File: src/rtl/wdt_resetgen.sv
module wdt_resetgen #(
  parameter int ADDR_W  = 6,
  parameter int CNT_W   = 32,
  parameter int PLEN_W  = 16,
  parameter int EXT_PAD = 6
) (
  input  logic              clk,
  input  logic              rst_n,
  input  logic              por_n,
  input  logic              tick,
  input  logic              dbg_halt,
  input  logic [ADDR_W-1:0] bus_addr,
  input  logic              bus_we,
  input  logic [31:0]       bus_wdata,
  output logic [31:0]       bus_rdata,
  output logic              irq,
  output logic              match_out,
  output logic              sys_rst,
  output logic              ext_rst_n
);
  localparam int WI_W  = ADDR_W - 2;
  localparam int EXT_W = PLEN_W + 1;

  localparam logic [WI_W-1:0] W_INT  = WI_W'(0);
  localparam logic [WI_W-1:0] W_CTRL = WI_W'(1);
  localparam logic [WI_W-1:0] W_CNT  = WI_W'(2);
  localparam logic [WI_W-1:0] W_MCTL = WI_W'(3);
  localparam logic [WI_W-1:0] W_MVAL = WI_W'(4);
  localparam logic [WI_W-1:0] W_OUTC = WI_W'(5);
  localparam logic [WI_W-1:0] W_PLEN = WI_W'(6);
  localparam logic [WI_W-1:0] W_CAUS = WI_W'(7);

  logic [WI_W-1:0]   wsel;
  logic              cnt_en, dbg_frz, int_flag;
  logic              mc_ie, mc_stop, mc_irst, mc_erst;
  logic              out_q;
  logic [1:0]        out_act;
  logic [CNT_W-1:0]  cnt, match_val;
  logic [PLEN_W-1:0] plen;
  logic [EXT_W-1:0]  ext_left;
  logic              cause_q;
  logic              wr_int, wr_ctrl, wr_mctl, wr_mval, wr_outc, wr_plen;
  logic              run, hit, req_int, req_ext;
  logic              unused_bits;

  assign wsel    = bus_addr[ADDR_W-1:2];
  assign wr_int  = bus_we && (wsel == W_INT);
  assign wr_ctrl = bus_we && (wsel == W_CTRL);
  assign wr_mctl = bus_we && (wsel == W_MCTL);
  assign wr_mval = bus_we && (wsel == W_MVAL);
  assign wr_outc = bus_we && (wsel == W_OUTC);
  assign wr_plen = bus_we && (wsel == W_PLEN);

  assign run     = cnt_en && tick && !(dbg_frz && dbg_halt);
  assign hit     = run && (cnt == match_val);
  assign req_int = (hit && mc_irst) || (wr_mctl && bus_wdata[5]);
  assign req_ext = (hit && mc_erst) || (wr_mctl && bus_wdata[6]);

  assign irq       = int_flag;
  assign match_out = out_q;
  assign ext_rst_n = (ext_left == '0);
  assign unused_bits = ^{bus_addr[1:0]};

  always_ff @(posedge clk or negedge rst_n) begin
    if (!rst_n) begin
      cnt_en  <= 1'b0;
      dbg_frz <= 1'b0;
      cnt     <= '0;
    end else begin
      if (wr_ctrl) begin
        cnt_en  <= bus_wdata[0];
        dbg_frz <= bus_wdata[2];
      end else if (hit && mc_stop) begin
        cnt_en  <= 1'b0;
      end
      if (wr_ctrl && bus_wdata[1])  cnt <= '0;
      else if (hit && mc_stop)      cnt <= '0;
      else if (run)                 cnt <= cnt + 1'b1;
    end
  end

  always_ff @(posedge clk or negedge rst_n) begin
    if (!rst_n) begin
      int_flag  <= 1'b0;
      mc_ie     <= 1'b0;
      mc_stop   <= 1'b0;
      mc_irst   <= 1'b0;
      mc_erst   <= 1'b0;
      match_val <= '0;
      plen      <= '0;
    end else begin
      int_flag <= (int_flag && !(wr_int && bus_wdata[0])) || (hit && mc_ie);
      if (wr_mctl) begin
        mc_ie   <= bus_wdata[0];
        mc_stop <= bus_wdata[2];
        mc_irst <= bus_wdata[3];
        mc_erst <= bus_wdata[4];
      end
      if (wr_mval) match_val <= bus_wdata[CNT_W-1:0];
      if (wr_plen) plen      <= bus_wdata[PLEN_W-1:0];
    end
  end

  always_ff @(posedge clk or negedge rst_n) begin
    if (!rst_n) begin
      out_q   <= 1'b0;
      out_act <= 2'd0;
    end else if (wr_outc) begin
      out_q   <= bus_wdata[0];
      out_act <= bus_wdata[5:4];
    end else if (hit) begin
      case (out_act)
        2'd1:    out_q <= 1'b0;
        2'd2:    out_q <= 1'b1;
        2'd3:    out_q <= !out_q;
        default: out_q <= out_q;
      endcase
    end
  end

  always_ff @(posedge clk or negedge rst_n) begin
    if (!rst_n) begin
      sys_rst  <= 1'b0;
      ext_left <= '0;
    end else begin
      sys_rst <= req_int;
      if (req_ext)                         ext_left <= EXT_W'(plen) + EXT_W'(EXT_PAD);
      else if (tick && ext_left != '0)     ext_left <= ext_left - 1'b1;
    end
  end

  always_ff @(posedge clk or negedge por_n) begin
    if (!por_n)                  cause_q <= 1'b0;
    else if (req_int || req_ext) cause_q <= 1'b1;
  end

  always_comb begin
    bus_rdata = '0;
    case (wsel)
      W_INT:   bus_rdata[0] = int_flag;
      W_CTRL:  bus_rdata[2:0] = {dbg_frz, 1'b0, cnt_en};
      W_CNT:   bus_rdata[CNT_W-1:0] = cnt;
      W_MCTL:  bus_rdata[4:0] = {mc_erst, mc_irst, mc_stop, 1'b0, mc_ie};
      W_MVAL:  bus_rdata[CNT_W-1:0] = match_val;
      W_OUTC:  bus_rdata[5:0] = {out_act, 3'b000, out_q};
      W_PLEN:  bus_rdata[PLEN_W-1:0] = plen;
      W_CAUS:  bus_rdata[0] = cause_q;
      default: bus_rdata = '0;
    endcase
  end


  cnt_step_chk: assert property (@(posedge clk) disable iff (!rst_n)
    (cnt != $past(cnt)) |-> (cnt == $past(cnt) + 1'b1 || cnt == '0));


  dbg_freeze_chk: assert property (@(posedge clk) disable iff (!rst_n)
    (dbg_frz && dbg_halt && !wr_ctrl) |=> $stable(cnt));


  irq_clear_chk: assert property (@(posedge clk) disable iff (!rst_n)
    (wr_int && bus_wdata[0] && !hit) |=> !irq);


  stop_hold_chk: assert property (@(posedge clk) disable iff (!rst_n)
    (hit && mc_stop && !wr_ctrl) |=> (cnt == '0 && !cnt_en));


  ext_hold_chk: assert property (@(posedge clk) disable iff (!rst_n)
    (!ext_rst_n && !tick) |=> !ext_rst_n);


  cause_set_chk: assert property (@(posedge clk) disable iff (!por_n || !rst_n)
    (sys_rst || !ext_rst_n) |-> cause_q);
endmodule

File: config.mk
export PLATFORM = sky130hd
export DESIGN_NAME = wdt_resetgen
export DESIGN_NICKNAME = d
export VERILOG_FILES = /design/src/rtl/wdt_resetgen.sv
export SDC_FILE = /design/constraint.sdc
export NUM_CORES = 1
export LEC_CHECK = 0
export ABC_AREA = 0
export BUFFER_PORTS_ARGS = -buffer_cell sky130_fd_sc_hd__buf_2
export CAP_MARGIN = 20
export CORE_MARGIN = 2
export CORE_UTILIZATION = 34
export CTS_CLUSTER_DIAMETER = 60
export DETAILED_ROUTE_END_ITERATION = 8
export MAX_ROUTING_LAYER = met4
export PLACE_DENSITY_LB_ADDON = 0.2
export SKIP_CTS_REPAIR_TIMING = 1
export SLEW_MARGIN = 15
export SYNTH_ARGS = -nofsm -noshare
export SYNTH_HDL_FRONTEND = slang
export SYNTH_SLANG_ARGS = --single-unit
export TNS_END_PERCENT = 100
File: constraint.sdc
create_clock -name clk -period 6.6 [get_ports clk]
set_input_delay 0.66 -clock clk [delete_from_list [all_inputs] [get_ports clk]]
set_output_delay 0.66 -clock clk [all_outputs]
set_load 0.05 [all_outputs]
# Yosys cells after proc, flatten, opt, wreduce, memory -nomap -nowiden
# Index checks and enable logic that the tools add are counted.
# W data, S select, Z words.
[word_totals]
regBits = 109
in_bits = 44
output_inout_bits = 36
wordCells = 81
[classes]
n_addsub = 3
n_eq_ne = 11
n_mux = 16
n_reduce_logical = 36
[op_table]
columns = ["cell", "count"]
rows = [
  ["$mux W32", 3],
  ["$mux W17", 2],
  ["$add A32 B1 Y32 const B", 1],
  ["$eq A32 B32 Y1", 1],
  ["$pmux W16 S2", 1],
  ["$pmux W10 S3", 1],
  ["$logic_and A1 B1 Y1", 20],
  ["$pmux W2 S5", 2],
  ["$add A16 B3 Y17 const B", 1],
  ["$logic_not A17 Y1", 1],
  ["$reduce_bool A17 Y1", 1],
  ["$sub A17 B1 Y17 const B", 1],
  ["$eq A4 B3 Y1 const B", 4],
  ["$eq A4 B2 Y1 const B", 2],
  ["$pmux W1 S8", 1],
  ["$reduce_bool A2 Y1", 3],
  ["$eq A2 B2 Y1 const B", 2],
  ["$eq A4 B1 Y1 const B", 1],
  ["$logic_not A4 Y1", 1],
  ["$logic_or A1 B1 Y1", 4],
  ["$mux W1", 4],
  ["$pmux W1 S4", 1],
  ["$reduce_bool A4 Y1", 1],
  ["$logic_not A1 Y1", 3],
  ["4 further kinds", 4],
]

# Longest topological paths before layout
# Gate-level depths: netlist of run 1.
[logic_depth]
word_depth = 7
mapped_depth = 9
mapped_depth_nobuf = 7

# Least setup slack after synthesis of run 1
# Ideal clock, no wire load.
[synth_timing]
kind = "register to output"
start = "register ext_left[5]"
end = "output ext_rst_n"
t_arrival_ns = 2.856
required_time_ns = 5.940
slack_ns = 3.084
stages_incl_launch_ff = 4
path_buffers = 0
path_cell_list = "dfrtp_1 -> or3_1 -> or4_4 -> nor4b_1"
[synth_between]
elab_chain_len = 1
[synth_rtl]
columns = ["item", "line_no", "rtl"]
rows = [
  ["from (decl)", "40", "logic [EXT_W-1:0] ext_left;"],
  ["from (signal assigned)", "127", "if (req_ext) ext_left <= EXT_W'(plen) + EXT_W'(EXT_PAD);"],
  ["from (signal assigned)", "128", "else if (tick && ext_left != '0) ext_left <= ext_left - 1'b1;"],
  ["$logic_not A17 Y1", "61", "assign ext_rst_n = (ext_left == '0);"],
  ["to (decl)", "19", "output logic ext_rst_n"],
]
# No other way between the ends.

# Worst setup path after layout of run 1
[layout_timing]
start = "register ext_left[9]"
end = "output ext_rst_n"
# Same word-level chain as after synthesis.

==> run summary, run 1 <==
After the last flow step, the layout net total stands at 697. For the maximum clock skew at final layout, the log shows 0.01224 ns. Type of the setup path with the least slack: register to output port.

The number of placed instances, taps included, is 860. Setup total negative slack on the finished layout was measured at 0 ns. The worst register-to-register path begins at cnt[29]$_DFFE_PN0P_.

Counting every net in the synthesized netlist gives 624. The logs give 109 for the TritonCTS sink count and 56 for the number of distinct library cell variants in the gate-level netlist after synthesis. Pin slew with the least headroom to its limit: 0.8314 ns. The detail-routed via count per cell is 5.285. The die covers 18950 um^2. In the finished design, the share of the clock period the worst path needs comes to 44.95%. At the end of routability-driven placement, the weighted congestion stood at 0.8573. The logs give 48 for the number of placement rows and 6993 um^2 for the final non-filler cell area. In this run, the number of DRC markers left after iteration 0 of detailed routing was 198.

Launch point of the critical path: ext_left[9]$_DFFE_PN0P_. The power per unit of standard cell area came out at 283.4 nW/um^2. Number of slew-limit violations in the final report: 0.

In the detailed route, the total length drawn on met3 is 543 um. Summed over all nets, the half-perimeter wirelength after detailed placement is 11.38 mm. For this run, the leading register cell type out of synthesis is dfrtp_1. The mapped netlist covers 6073 um^2.

The via count of the first global-routing pass was 4750. Hold is met by 0.06426 ns. The run gives 0 as the final-report hold violation count. Buffer depth of the longest clock path: 2. The average wire length per cell after detail routing was 17.58 um; the share of Yosys cell area claimed by the top area cell type was 44.91%.

Dividing the synthesized area by the synthesized cell count gives 10.54 um^2. The tools report the nature of the critical path startpoint as a register. Summed over all cells, the static leakage comes to 3.270 nW. From left edge to right edge, the die measures 137.7 um. In the detailed route, the total length drawn on met2 is 7.455 mm. The largest fanout on the critical path works out to 6.

For the setup-violating endpoint count in the final report, the log shows 0. The slowest stage of the critical path is the nor4_1 cell. Counting the fill cells in the layout gives 1687.

The remaining antenna violation count is 0, and the flop and latch count out of synthesis is 109. The instance count of the mapped netlist came out at 576. After the flow finishes, the layout carries non-filler instances totaling 880. The number of enable-type register cells in the synthesized netlist is 0.

The flow ran to the end, and the final reports show no timing, DRC or antenna violations. The global-route usage over all layers was 17.77%; the final critical path time including I/O delays and setup was 2.967 ns. The highest layer touched by signal routing is met4.

The remaining routing DRC violations is 0, and the total global routing overflow is 0. The tools report the routed metal-1 wirelength as 7.138 mm. TritonCTS built the clock tree. In this run the worst hold path is classified as input port to async pin.

Clock-pin slew was measured on the worst setup and hold paths at 0.07 ns. The logs give 40.29% for the post-layout utilization of the core and 4651 for the total number of vias. The run gives 0.3370 GHz as the fmax.

Summing all multi-input logic gate instances after layout gives 3147 um^2. Number of warning messages in the yosys log: 0. After detailed placement, the total cell area comes to 6679 um^2.

The floorplan step defined a core boundary enclosing 17360 um^2. The first detailed-routing pass took 7 iterations. The count of boundary I/O pins is 80. After synthesis, the cell types taking the most area are dfrtp_1 45%, mux2_2 10%, xor2_1 6.9%, xnor2_1 4.8%, mux2i_1 3.3%. The biggest cell delay along the critical path came out at 0.74 ns. The share of the Yosys chip area taken by registers is 44.91%. In this run the clock root is driven by a clkbuf_16. The maximum number of pins on one net before global-route repair is 81, and the max-cap check violation count is 0. Setup repair after global routing left no endpoint under its margin. The vertical die dimension works out to 137.7 um. Library cell with the largest summed area after synthesis: dfrtp_1. The area overhead of the layout relative to synthesis was 15.14%.

The arrival time at the worst endpoint is 2.31 ns. The count of port buffers added during placement was 77; the insertion delay of the later-clocked pin in the worst-skew pair was 0.36 ns. Walking the worst path, the cells encountered are nor4_1 -> nand2_1 -> nor4b_1 -> buf_2. The post-route netlist has 26.15% of its cells at a drive strength greater than 1.

The initial utilization of the core area, before any placement, comes to 34.99%. STA classifies the critical path endpoint as an output port. The first-pass GRT wire length was 25.01 mm; the number of H-tree levels was 3. The worst slew margin relative to its limit is 44.06%. For this block, the routed nets add up to 15.47 mm of wire. The sequential cells in the finished layout cover a total of 2728 um^2. Across the VDD grid, the largest voltage drop is 120.3 uV. The number of antenna violations at the first check in global routing came out at 0. Counting the buffers created by CTS gives 9. The required time of the worst setup path is 5.94 ns, and the share of flip-flops with an asynchronous set or reset after synthesis is 100.0%.
-- worst paths after layout --
kind,endpoint,depth (start not counted),slack [ns]
worst min-delay path,cause_q$_DFFE_PN0P_,1,0.06
worst max register to register,cnt[20]$_DFFE_PN0P_,6,3.74
worst min register to register,cause_q$_DFFE_PN0P_,1,0.50
worst max-delay path,ext_rst_n,4,3.63
max in group asynchronous,match_val[29]$_DFFE_PN0P_,3,5.32
min in group clk,cause_q$_DFFE_PN0P_,1,0.50
-- placed cells by master (no fill, tap or decap), drive strengths merged, types with 3 or more instances in the layout --
cell type,Yosys,layout
a21oi,8,8
a222oi,11,11
a22o,19,19
a22oi,6,6
and2,6,6
and4,6,6
buf,10,84
clkbuf,13,14
dfrtp,109,109
ha,4,4
inv,25,25
mux2,57,57
mux2i,20,20
nand2,36,36
nand3,19,19
nand4,15,15
nor2,53,53
nor3,16,16
nor3b,5,5
nor4,14,14
o21ai,10,10
o22ai,3,3
or3,3,3
or4,3,3
xnor2,33,33
xor2,48,48
-- sequential cells by signal, indices dropped and copies added, names as in the netlist --
register / count
dbg_frz: 1
match_out: 1
mc_erst: 1
mc_irst: 1
irq: 1
cnt_en: 1
cnt: 32
plen: 16
cause_q: 1
out_act: 2
match_val: 32
ext_left: 17
mc_ie: 1
sys_rst: 1
mc_stop: 1
-- final cells by class --
| type | instances | share of cell area (%) |
|---|---|---|
| diodes | 1 | 0.03578 |
| clock buffers | 13 | 3.578 |
| clock inverters | 3 | 0.3042 |
| inverters | 25 | 1.342 |
| multi-input cells | 419 | 45.00 |
| flip-flops and latches | 109 | 39.01 |
| well taps | 225 | 4.026 |
| repair buffers | 85 | 6.710 |
-- worst max-delay path, delay by kind of cell, from the launching register on --
| kind | cells | cell delay (ns) |
|---|---|---|
| simple gates | 3 | 1.20 |
| flops | 1 | 0.43 |
| buf+inv | 1 | 0.32 |
-- kinds of logic after synthesis --
kind of cell | synth area share [%]
and+or+nand+nor | 16.25
DFF | 44.91
xor gates and xnor gates | 11.68
muxes | 13.93
AOI/OAI and AO/OA | 8.941
buffers and inverters | 3.461
adders and majority gates | 0.8241
-- synth_stat cells (3+ instances only) --
cell type and n:
dfrtp_1 109, mux2_2 56, nor2_1 53, xor2_1 48
nand2_1 36, xnor2_1 33, inv_1 25, mux2i_1 20
nand3_1 19, a22o_1 16, nand4_1 15, nor3_1 14
clkbuf_1 13, nor4_1 12, a222oi_1 11, o21ai_0 10
a21oi_1 8, and2_1 6, and4_1 6, a22oi_1 5
buf_2 5, ha_1 4, nor3b_1 4, a22o_2 3
buf_1 3, o22ai_1 3, or3_1 3
-- per-layer routing --
layer	GRT usage (%)	up-vias
met5	-	-
met4	6.816	0
met3	2.171	22
met2	28.36	101
met1	23.17	2310
li1	-	2218
-- report_power, final --
part / internal, mW / leakage [nW] / switching, mW / total, mW
logic: 0.237 / 1.75 / 0.256 / 0.493
registers: 0.812 / 1.39 / 0.165 / 0.977
clock network: 0.267 / 0.130 / 0.245 / 0.512
-- through the flow --
| step | setup WS [ns] | power, mW |
|---|---|---|
| after detailed placement | 3.249 | 1.481 |
| after global routing | 3.425 | 2.103 |
| after CTS | 3.257 | 1.999 |
| after global placement | 3.273 | 1.459 |
| after floorplan | 3.084 | 1.319 |
| final | 3.633 | 1.982 |
No activity file was read; power rests on OpenSTA's default activity.
==> run 2, diff against run 1 <==
==> constraint.sdc (replaced) <==
create_clock -name clk -period 2.56 [get_ports clk]
set_input_delay 0.256 -clock clk [delete_from_list [all_inputs] [get_ports clk]]
set_output_delay 0.256 -clock clk [all_outputs]
set_load 0.05 [all_outputs]
==> run 2 against run 1 <==
Core utilization grew 1.3 points. Critical path depth is the same. Clock-buffer cell count shrank 3. Sequential share of layout area shrank 1.2 points. Worst setup slack lost 3.5 ns. Critical path type unchanged.
==> run summary, run 2 (same netlist as run 1, synthesis figures left out) <==
The run finished with clean final reports. The number of placement rows was 48 (unchanged); the largest fanout on the critical path was 6 (unchanged). The run gives 2.30 ns (-3.64 ns) as the required time of the worst setup path. The arrival time at the worst endpoint came out at 2.16 ns (-0.15 ns). In the layout the commonest cells are 109 x dfrtp_1, 76 x buf_2, 56 x mux2_2. Walking the worst path, the cells encountered are or3_1 -> or4_4 -> nor4b_2 -> buf_2. The final-stage net count was 721 (+3.4%); the maximum number of pins on one net before global-route repair was 43 (-47%). The biggest cell delay along the critical path was 0.48 ns (-0.26 ns); the DRC violation total after the first TritonRoute iteration was 295 (+49%).

The total global routing overflow was 0 (unchanged). The worst setup path is of the register to output port kind. The switching power of the nets is 1.769 mW (+170%). The largest registers in the layout are cnt: 32 flops, match_val: 32 flops, ext_left: 17 flops.

The tools report the worst slew margin relative to its limit as 59.65% (+16 points). The pin slew with the least headroom to its limit was 0.6030 ns (-0.2284 ns); the combinational fraction of design power was 25.4% (+0.5 points). The count of port buffers added during placement was 77 (unchanged); the number of antenna violations at the first check in global routing was 1 (+1). The number of slew-limit violations in the final report is 0 (unchanged). The fraction of final layout cells sized beyond drive strength 1 was 29.06% (+2.9 points).

The total number of vias is 4720 (+1.5%), and the number of H-tree levels is 3 (unchanged). Counting I/O delays and the setup requirement, the final critical path takes 2.418 ns. The remaining antenna violation count is 0 (unchanged), and the leakage power is 3.402 nW (+4.1%). The remaining routing DRC violations came out at 0 (unchanged). For the antenna diode count, the log shows 0 (-1). Clock tree synthesis selected as its root buffer the cell clkbuf_16.

The tools report the destination of the critical timing path as ext_rst_n. Clock-pin slew of the registers on the worst-case setup and hold paths: 0.08 ns (about the same). The slowest stage of the critical path belongs to the cell or4_4. The global placement routability congestion is 0.8693 (+1.4%).

The via count of the first global-routing pass was 4796 (+0.97%); the count of boundary I/O pins was 80 (unchanged). The share of the cycle needed by the critical path after routing works out to 94.46%. The global-route usage over all layers was 18.13% (+0.36 points). In this run the worst setup path begins at ext_left[5]$_DFFE_PN0P_. The area overhead of the layout relative to synthesis works out to 18.93%. The leading cell type in the layout, fill and taps excluded was dfrtp_1. The vertical die dimension came out at 137.7 um (unchanged). The tools report the max-cap check violation count as 0 (unchanged).

Setup repair after global routing left no endpoint under its margin. TritonCTS built the clock tree. The sequential fraction of design power is 46.9% (-2.4 points), and the post-layout utilization of the core is 41.62% (+1.3 points).

The clock share of power is 27.7% (+1.9 points). The TritonCTS buffer count was 9 (unchanged); the TritonCTS sink count was 109 (unchanged). The x dimension of the die was 137.7 um (unchanged); the core footprint was 17360 um^2 (unchanged). The worst setup path is captured at an output port. The switching power share of the total came out at 33.33% (-0.28 points). The final sum of negative setup slack was 0 ns (unchanged).

The type of the worst min-delay path was input port to register. The setup-violating endpoint count in the final report was 0 (unchanged). The cell family contributing the most delay on the critical path is simple AND/OR/NAND/NOR gates. Cell count along the critical path: 4 (unchanged). The tools report the capture instance of the worst register-to-register path as cnt_en$_DFFE_PN0P_.

Initial cell density of the core: 34.99% (unchanged). The tools report the startpoint of the most critical register-to-register path as cnt[13]$_DFFE_PN0P_. Derived from the worst setup path, the maximum achievable clock frequency is 0.4135 GHz.

The length in cells of the worst reg-to-reg path is 7 (+1), and the HPWL after detailed placement is 12.04 mm (+5.8%). The final-report hold violation count is 0 (unchanged), and the internal power contribution is 3.538 mW (+170%). The tools report the nature of the critical path startpoint as a register. Number of buffer and inverter instances along the worst setup path: 1 (unchanged). The detailed-routing iteration count for the pre-antenna-repair pass is 5 (-2).

The tools report the buffer depth of the longest clock path as 2 (unchanged). The power per unit of standard cell area was 734.8 nW/um^2 (+160%); the peak supply drop was 311.3 uV (+160%). For the worst-case register-to-register setup slack, the log shows 0.17 ns (-3.57 ns). The maximum clock skew at final layout came out at 0.01542 ns (+0.003179 ns). The logs give 0.36 ns (about the same) for the insertion delay of the later-clocked pin in the worst-skew pair and 25.60 mm (+2.3%) for the first-pass GRT wire length. The tools report the die outline area as 18950 um^2 (unchanged).

The detail-routed via count per cell was 5.227 (-1.1%); the total wire length was 15.74 mm (+1.7%). Average wire length per cell after detail routing: 17.43 um (-0.87%).
==> run 2: changes by cell type in the layout (fill, tap and decap cells not counted) <==
cell and change:
buf_12 +2, buf_16 -1, buf_4 +23, buf_6 -1
bufinv_16 +1, clkbuf_1 -3, clkbuf_2 -1, clkinv_2 -1
clkinvlp_4 +2, diode_2 -1, dlygate4sd3_1 +2, inv_6 +1
nor4b_1 -1, nor4b_2 +1
==> run 2: worst min path at each step <==
stage | from | to | slack [ns] | cells past startpoint
floorplan | por_n | cause_q$_DFFE_PN0P_ | -0.04 | 0
global placement | por_n | cause_q$_DFFE_PN0P_ | 0.03 | 1
detailed placement | por_n | cause_q$_DFFE_PN0P_ | 0.03 | 1
CTS | por_n | cause_q$_DFFE_PN0P_ | -0.35 | 1
global route | bus_wdata[19] | match_val[19]$_DFFE_PN0P_ | 0.13 | 2
finish | bus_wdata[30] | match_val[30]$_DFFE_PN0P_ | 0.13 | 2
==> run 2: final cells by class <==
cell class | instances | area [um^2]
clock buffers | 10 | 239.0
clock inverters | 6 | 70.07
fillers | 1709 | 10130
well taps | 225 | 281.5
inverters | 25 | 93.84
multi-input cells | 419 | 3153
repair buffers | 109 | 658.1
flip-flops and latches | 109 | 2728
==> run 2: per-stage QoR <==
| stage | hold WS (ns) | worst slack [ns] | total power, mW | instances | instance area, um^2 |
|---|---|---|---|---|---|
| 5_1_grt | 0.1268 | 0.01515 | 5.621 | 903 | 7223 |
| 2_1_floorplan | -0.03959 | 0.1444 | 3.405 | 576 | 6080 |
| 3_3_place_gp | 0.03179 | 0.1772 | 3.837 | 885 | 6894 |
| 3_5_place_dp | 0.03237 | 0.1184 | 3.881 | 885 | 6894 |
| 4_1_cts | -0.3493 | 0.1115 | 5.360 | 901 | 7203 |
| 6_report | 0.1265 | 0.1419 | 5.307 | 903 | 7223 |
==> run 2: per-layer routing <==
| layer | vias up | GRT usage, % | wire length [um] |
|---|---|---|---|
| li1 | 2261 | - | - |
| met1 | 2343 | 23.23 | 7189 |
| met2 | 101 | 30.04 | 7795 |
| met3 | 15 | 2.097 | 499 |
| met4 | 0 | 5.785 | 252 |
| met5 | - | - | 0 |
==> run 2: power groups by stage <==
stage | clock network (mW) | logic (mW) | registers, mW
after global routing | 1.58 | 1.49 | 2.55
final | 1.47 | 1.35 | 2.49
after floorplan | 0 | 0.989 | 2.42
after detailed placement | 0 | 1.36 | 2.52
after CTS | 1.50 | 1.37 | 2.49
after global placement | 0 | 1.34 | 2.50
